`src/rtl/i2c_eeprom_target.sv`:
```
module i2c_eeprom_target #(
  parameter logic [6:0] DEV_ID    = 7'b1010000,
  parameter int         AW        = 8,
  parameter int         PAGE_BITS = 4
) (
  input  logic          clk,
  input  logic          rst_n,
  input  logic          scl_in,
  input  logic          sda_in,
  output logic          sda_oe,
  output logic [AW-1:0] addr_dbg
);
  localparam int DEPTH = 1 << AW;

  typedef enum logic [2:0] {S_IDLE, S_CTRL, S_ADDR, S_WDATA, S_READ, S_SKIP} st_t;

  st_t         state;
  logic [2:0]  scl_sy, sda_sy;
  logic [3:0]  bitcnt;
  logic        ack_ph, mack;
  logic [7:0]  shreg, txreg;
  logic [AW-1:0] ptr;
  logic [7:0]  mem [DEPTH];

  wire scl_s = scl_sy[1];
  wire scl_p = scl_sy[2];
  wire sda_s = sda_sy[1];
  wire sda_p = sda_sy[2];
  wire scl_rise = scl_s & ~scl_p;
  wire scl_fall = ~scl_s & scl_p;
  wire start_c  = scl_s & scl_p & sda_p & ~sda_s;
  wire stop_c   = scl_s & scl_p & ~sda_p & sda_s;

  wire [7:0]    rd_byte   = mem[ptr];
  wire [AW-1:0] page_next = {ptr[AW-1:PAGE_BITS], ptr[PAGE_BITS-1:0] + 1'b1};
  wire          wr_en     = (state == S_WDATA) && ack_ph && scl_fall && !start_c && !stop_c;

  assign addr_dbg = ptr;

  always_ff @(posedge clk or negedge rst_n)
    if (!rst_n) begin
      scl_sy <= 3'b111;
      sda_sy <= 3'b111;
    end else begin
      scl_sy <= {scl_sy[1:0], scl_in};
      sda_sy <= {sda_sy[1:0], sda_in};
    end

  always_ff @(posedge clk)
    if (wr_en) mem[ptr] <= shreg;

  always_ff @(posedge clk or negedge rst_n)
    if (!rst_n) begin
      state  <= S_IDLE;
      bitcnt <= '0;
      ack_ph <= 1'b0;
      mack   <= 1'b1;
      shreg  <= '0;
      txreg  <= '0;
      ptr    <= '0;
      sda_oe <= 1'b0;
    end else if (start_c) begin
      state  <= S_CTRL;
      bitcnt <= '0;
      ack_ph <= 1'b0;
      sda_oe <= 1'b0;
    end else if (stop_c) begin
      state  <= S_IDLE;
      bitcnt <= '0;
      ack_ph <= 1'b0;
      sda_oe <= 1'b0;
    end else begin
      case (state)
        S_CTRL, S_ADDR, S_WDATA: begin
          if (scl_rise && bitcnt < 4'd8) begin
            shreg  <= {shreg[6:0], sda_s};
            bitcnt <= bitcnt + 4'd1;
          end else if (scl_fall && bitcnt == 4'd8 && !ack_ph) begin
            if (state == S_CTRL && shreg[7:1] != DEV_ID)
              state <= S_SKIP;
            else begin
              ack_ph <= 1'b1;
              sda_oe <= 1'b1;
            end
          end else if (scl_fall && ack_ph) begin
            ack_ph <= 1'b0;
            bitcnt <= '0;
            sda_oe <= 1'b0;
            case (state)
              S_CTRL:
                if (shreg[0]) begin
                  state  <= S_READ;
                  txreg  <= rd_byte;
                  sda_oe <= ~rd_byte[7];
                  ptr    <= ptr + 1'b1;
                end else
                  state <= S_ADDR;
              S_ADDR: begin
                ptr   <= AW'(shreg);
                state <= S_WDATA;
              end
              default: ptr <= page_next;
            endcase
          end
        end
        S_READ: begin
          if (scl_fall && bitcnt < 4'd7) begin
            txreg  <= {txreg[6:0], 1'b0};
            sda_oe <= ~txreg[6];
            bitcnt <= bitcnt + 4'd1;
          end else if (scl_fall && bitcnt == 4'd7) begin
            sda_oe <= 1'b0;
            bitcnt <= 4'd8;
          end else if (scl_rise && bitcnt == 4'd8) begin
            mack <= sda_s;
          end else if (scl_fall && bitcnt == 4'd8) begin
            if (!mack) begin
              txreg  <= rd_byte;
              sda_oe <= ~rd_byte[7];
              ptr    <= ptr + 1'b1;
              bitcnt <= '0;
            end else
              state <= S_SKIP;
          end
        end
        default: ;
      endcase
    end

  AST_OE_ONLY_SCL_LOW: assert property (@(posedge clk) disable iff (!rst_n)
    !$stable(sda_oe) |-> !scl_s);
  AST_ACK_HELD_HIGH: assert property (@(posedge clk) disable iff (!rst_n)
    (ack_ph && scl_s && scl_p) |-> sda_oe);
  AST_SKIP_QUIET: assert property (@(posedge clk) disable iff (!rst_n)
    (state == S_SKIP) |-> !sda_oe);
  AST_PAGE_KEPT: assert property (@(posedge clk) disable iff (!rst_n)
    (state == S_WDATA && $past(state) == S_WDATA) |-> ptr[AW-1:PAGE_BITS] == $past(ptr[AW-1:PAGE_BITS]));
  AST_IDLE_RELEASED: assert property (@(posedge clk) disable iff (!rst_n)
    (state == S_IDLE) |-> !sda_oe);
endmodule

```
`config.mk`:
```
export PLATFORM = sky130hd
export DESIGN_NAME = i2c_eeprom_target
export DESIGN_NICKNAME = d
export VERILOG_FILES = /design/src/rtl/i2c_eeprom_target.sv
export SDC_FILE = /design/constraint.sdc
export NUM_CORES = 2
export LEC_CHECK = 0
export BUFFER_PORTS_ARGS = -buffer_cell sky130_fd_sc_hd__buf_2
export CELL_PAD_IN_SITES_DETAIL_PLACEMENT = 0
export CELL_PAD_IN_SITES_GLOBAL_PLACEMENT = 2
export CORE_ASPECT_RATIO = 0.8
export CORE_MARGIN = 2
export CORE_UTILIZATION = 45
export CTS_BUF_LIST = sky130_fd_sc_hd__clkbuf_16
export DETAILED_ROUTE_END_ITERATION = 6
export GPL_TIMING_DRIVEN = 0
export PLACE_DENSITY_LB_ADDON = 0.1
export SYNTH_ARGS = -nofsm -noshare
export SYNTH_HDL_FRONTEND = slang
export SYNTH_SLANG_ARGS = --single-unit
```
`constraint.sdc`:
```
create_clock -name clk -period 5.9 [get_ports clk]
set_input_delay 1.18 -clock clk [delete_from_list [all_inputs] [get_ports clk]]
set_output_delay 1.18 -clock clk [all_outputs]
set_load 0.01 [all_outputs]
```
Word-level counts from Yosys, hierarchy flattened

Memory sizes are Yosys's and may differ from the RTL's.
Index checks and enable logic that the tools add are counted.
W data, S select, Z words.

$lt $le $gt $ge: 2
Muxes and demuxes: 69
Reductions and logical operators: 29
Bitwise gates (word level): 17
Add/sub/neg operators: 3
Equality and inequality tests: 40

Operators with widths:

| operator              | number |
|---|---|
| $mux W8               | 9 |
| $mux W7               | 10 |
| $mux W4               | 10 |
| $mux W3               | 12 |
| $pmux W8 S2           | 2 |
| $ne A4 B4 Y1 const B  | 7 |
| $ne A5 B5 Y1 const B  | 5 |
| $ne A6 B6 Y1 const B  | 4 |
| $reduce_and A12 Y1    | 2 |
| $mux W1               | 21 |
| $ne A3 B3 Y1 const B  | 7 |
| $ne A2 B2 Y1 const B  | 10 |
| $pmux W7 S2           | 1 |
| $reduce_and A13 Y1    | 1 |
| $logic_and A1 B1 Y1   | 12 |
| $pmux W3 S2           | 2 |
| $reduce_and A6 Y1     | 2 |
| $not A1 Y1            | 10 |
| $reduce_and A10 Y1    | 1 |
| $add A4 B1 Y4 const B | 2 |
| $add A8 B1 Y8 const B | 1 |
| $pmux W4 S2           | 1 |
| $reduce_and A4 Y1     | 2 |
| $reduce_bool A4 Y1    | 2 |
| 15 further kinds      | 24 |

Output and inout port bits: 9
Memory bits (writable): 2048
Input bits: 4
Memories: 1
Word-level logic and storage cells: 172
Register bits: 39

Memories:

| name | depth | width | rd ports | clocked after memory_dff | write ports | RTL line | text |
|---|---|---|---|---|---|---|---|
| mem  | 256   | 8     | 1        | 0                        | 1           | 23       | `logic [7:0] mem [DEPTH];` |

Longest topological paths before layout

Depth after elaboration: 10
Gate-level depth with buffers: 11
Depth with buffers taken out: 9

Worst setup path after synthesis

Ideal clock, no wire load.

Path type: flip-flop to flip-flop
From: register shreg[3]
To: register state[1]
Data required time: 5775 ps
Path slack: 1002 ps
Period minus slack after synthesis: 4898 ps
Cell stages (with the launch flop): 7
Setup time: 125 ps
Arrival time: 4774 ps
Path buffers: 0
Path through: dfrtp_1 nor4b_1 a2111oi_0 a21oi_1 o21ai_0 a21oi_1 mux2_2

Word-level cells in the longest chain between the ends: 4

Ends and longest elaborated chain:

| what                                | RTL line | text |
|---|---|---|
| from (decl)                         | 21       | `logic [7:0] shreg, txreg;` |
| from (signal assigned)              | 76       | `shreg <= {shreg[6:0], sda_s};` |
| $ne A7 B7 Y1                        | 79       | `if (state == S_CTRL && shreg[7:1] != DEV_ID)` |
| $logic_and A1 B1 Y1                 | 79       |  |
| $ne A5 B5 Y1 (no source line)       | -        |  |
| $reduce_and A10 Y1 (no source line) | -        |  |
| to (signal assigned)                | 80       | `state <= S_SKIP;` |
| to (signal assigned)                | 92       | `state <= S_READ;` |
| to (signal assigned)                | 97       | `state <= S_ADDR;` |
| to (decl)                           | 17       | `st_t state;` |

Every way passes these cells.
A chain may end at the register's enable or synchronous reset.

Final worst setup path

From: register ptr[1], in the netlist addr_dbg[1]
To: memory mem[204][4] (enable)

RTL lines:

| what                   | RTL line | text |
|---|---|---|
| from (decl)            | 22       | `logic [AW-1:0] ptr;` |
| from (signal assigned) | 95       | `ptr <= ptr + 1'b1;` |
| from (signal assigned) | 99       | `ptr <= AW'(shreg);` |
| from (signal assigned) | 102      | `default: ptr <= page_next;` |
| to (decl)              | 23       |  |

No word-level cell before the write port.

==> out/metrics.yaml <==
timing:
  hold_violations: 0
  post-route-min-period_ns: 6.16
  period_share: 1.04
  worst_slack_ns: -0.260
  grt_setup_unrepaired: "no"
  tightest_slew_ns: 1.51
  relSlewSlack: -0.00910
  slew_violations: 11
  fin_skew_ns: 0.0319
  fmax_ghz: 0.162
  setup-violations-final: 400
logic_synthesis:
  synthArstFlopShare: 0.0187
  synth.area.top_cells: "edfxtp_1 (76%), mux4_2 (17%), nor2_1 (1.3%), dfrtp_1 (0.98%), mux2i_1 (0.77%)"
  yosys_warnings: 0
  synth_top_cell_by_area: "edfxtp_1"
  syn_area_per_cell_um2: 22.0
  syn-instance-count: 3693
  syn_nets: 3703
  synth_top_flop_cell: "edfxtp_1"
  synth-edff-count: 2048
  synthDistinctLibCells: 67
  syn_area_um2: 81400
  synth_top_area_frac: 0.756
  ys_seq_area_frac: 0.768
  synth-seq-cells: 2087
worst_setup_path:
  arrival_ns: 6.65
  startpoint_type: "flop"
  critPathRequiredTime_ns: 6.39
  timing.rr.start: "addr_dbg[1]"
  max_stage_delay_ns: 0.74
  crit_buf_inv: 7
  cp.depth: 10
  crit_family: "buffers and inverters"
  cp_cell_sequence: "buf_2, buf_2, buf_4, buf_2, buf_2, inv_1, ha_1, nand2_1, clkbuf_4, nor2_1"
  slowest_stage: "dfrtp_1"
  worst_setup_path_end_kind: "flop"
  startpoint: "addr_dbg[1]"
  critPathMaxFanout: 10
  worst-r2r-cell-count: 10
  cpMostUsedCell: "buf_2"
  crit_type: "flop to flop"
global_routing:
  grt_usage: 0.346
  grt_max_degree: 87
  overflow: 0
  grt_pass1_wl_mm: 410
  antenna_found_initial: 36
  grt_pass1_vias: 41300
drt:
  wl_met1_mm: 126
  via_count: 44200
  topRoutingLayerUsed: "met5"
  wl_met2_mm: 133
  drc: 0
  drt-pass1-iter-count: 5
  initialDrtViolationCount: 8156
  wl_per_cell_um: 48.5
  wirelength_mm: 317
  wl_met3_mm: 41.5
  viasPerCell: 6.76
  drtAntennaViolNets: 0
clock_network:
  cts_tree: "yes"
  htreeDepth: 4
  cts_made_buffers: 203
  post-cts-setup-buffers: 0
  cts_resized: 5
  root_buffer: "clkbuf_16"
  cts.sinks: 2087
  insertion_delay_ns: 0.86
  clock_tree.buffer_depth: 3
  cts_hold_buf: 0
  clkTransAtPathRegs_ns: 0.06
power:
  ir_drop_v: 0.000333
  fin_total_pwr_mw: 34.8
  power_leakage_nw: 28.1
  power_density_nw_per_um2: 375
finish:
  final_cell_mix: "edfxtp_1 (2048), mux4_2 (597), nor2_1 (291)"
  final.fill_count: 14300
  fin_cells: 6538
  drive_gt1_frac: 0.278
  final_common_cell: "edfxtp_1"
  area_growth_pct: 14.0
  nNetsFinal: 3982
floorplan:
  rows: 139
  die_height_um: 384
  io_pins: 13
  start_util: 0.453
  die_x_um: 479
  dieArea_um2: 184000
  core-area_um2: 179000
placement:
  preCtsSetupSlack_ns: -0.548
  place_congestion: 0.988
  io_buffer_count: 12
  hpwl_mm: 211
  dp_cells: 6163
worst_hold_path:
  whs_path_depth: 0
  min_from: "sda_sy[0]"
  hold_class: "flop to flop"
outcome:
  status: "complete, but fails checks"
  violations: "capacitance limit, slew limit, setup timing"
job:
  max_cap_violations: 2
cells by family (layout without fill, tap and decap cells):
group                    after synthesis  after routing  synth area share
XOR/XNOR                               1              1          0.000108
AO/OA/AOI/OAI                        203            203            0.0171
adder cells (fa/ha/maj)                6              6          0.000922
multiplexers                         679            679             0.176
AND/OR/NAND/NOR                      482            482            0.0254
buffers and inverters                235            680            0.0130
flip-flops                          2087           2087             0.768
other                                  0              3                 0
routing by layer:
layer / track usage / up-vias
met1: 0.496 / 24300
li1: - / 16100
met5: 0.00955 / -
met2: 0.477 / 3158
met4: 0.151 / 18
met3: 0.121 / 573
through the flow:
step / cell area (um^2) / TNS [ns] / hold WS (ns) / util
after detailed placement: 86100 / -145.73 / 0.349 / 0.479
after floorplan: 81400 / 0 / 0.345 / -
final: 92800 / -37.96 / 0.358 / 0.517
after CTS: 92700 / 0 / 0.358 / 0.517
after global routing: 92700 / 0 / 0.361 / 0.517
after global placement: 84400 / -5472.24 / 0.346 / 0.470
cell usage after synthesis (4+ instances only):
cell,n
a22oi_1,29
and2_1,5
a211oi_1,8
a221oi_1,6
a31oi_1,9
o21ai_0,33
nor2_1,291
o21ai_1,6
dfstp_2,7
mux2_2,19
mux4_2,597
nor2b_1,20
a32oi_1,9
o2111ai_1,4
nand4_1,8
inv_1,14
o211ai_1,12
nand3_1,39
mux2i_1,63
nand2_1,73
a21oi_1,39
nand2b_1,9
buf_4,23
buf_1,32
dfrtp_1,32
ha_1,6
a22o_1,12
buf_2,59
nor4_1,5
o22ai_1,5
nor3_1,11
clkbuf_1,104
edfxtp_1,2048
nor3b_1,5
worst paths after layout:
check / to / slack (ns)
setup / recovery: mem[204][4] / -0.26
max in group asynchronous: shreg[2] / 4.59
hold reg to reg: sda_sy[1] / 0.36
min in group asynchronous: bitcnt[2] / 0.53
setup reg to reg: mem[204][4] / -0.26
hold / removal: sda_sy[1] / 0.36
worst register-to-register path, stage by stage, from the launching register on:
cell	delay [ns]
dfrtp_1	0.74
buf_2	0.32
buf_2	0.58
buf_4	0.53
buf_2	0.69
buf_2	0.63
inv_1	0.16
ha_1	0.26
nand2_1	0.72
clkbuf_4	0.69
nor2_1	0.48
flip-flops by register name (all words and copies together) (netlist names):
register  cells
mack          1
state         3
shreg         8
bitcnt        4
addr_dbg      8
txreg         7
ack_ph        1
sda_oe        1
mem        2048
sda_sy        3
scl_sy        3
area by class of cell:
class / count / area (um^2) / area share
Antenna cell: 3 / 7.51 / 0.0000809
Buffer: 220 / 1110 / 0.0119
Clock buffer: 206 / 5150 / 0.0556
Clock inverter: 165 / 1510 / 0.0163
Inverter: 15 / 56.3 / 0.000607
Multi-Input combinational cell: 1371 / 17900 / 0.192
Sequential cell: 2087 / 62500 / 0.674
Tap cell: 2397 / 3000 / 0.0323
Timing Repair Buffer: 74 / 1550 / 0.0167
where the power goes:
part           internal [mW]  switching, mW  leakage [nW]
logic                  0.544           2.15          5.67
registers               18.3          0.449          19.0
clock network           7.46           5.86          3.42
No activity file was read; power rests on OpenSTA's default activity.
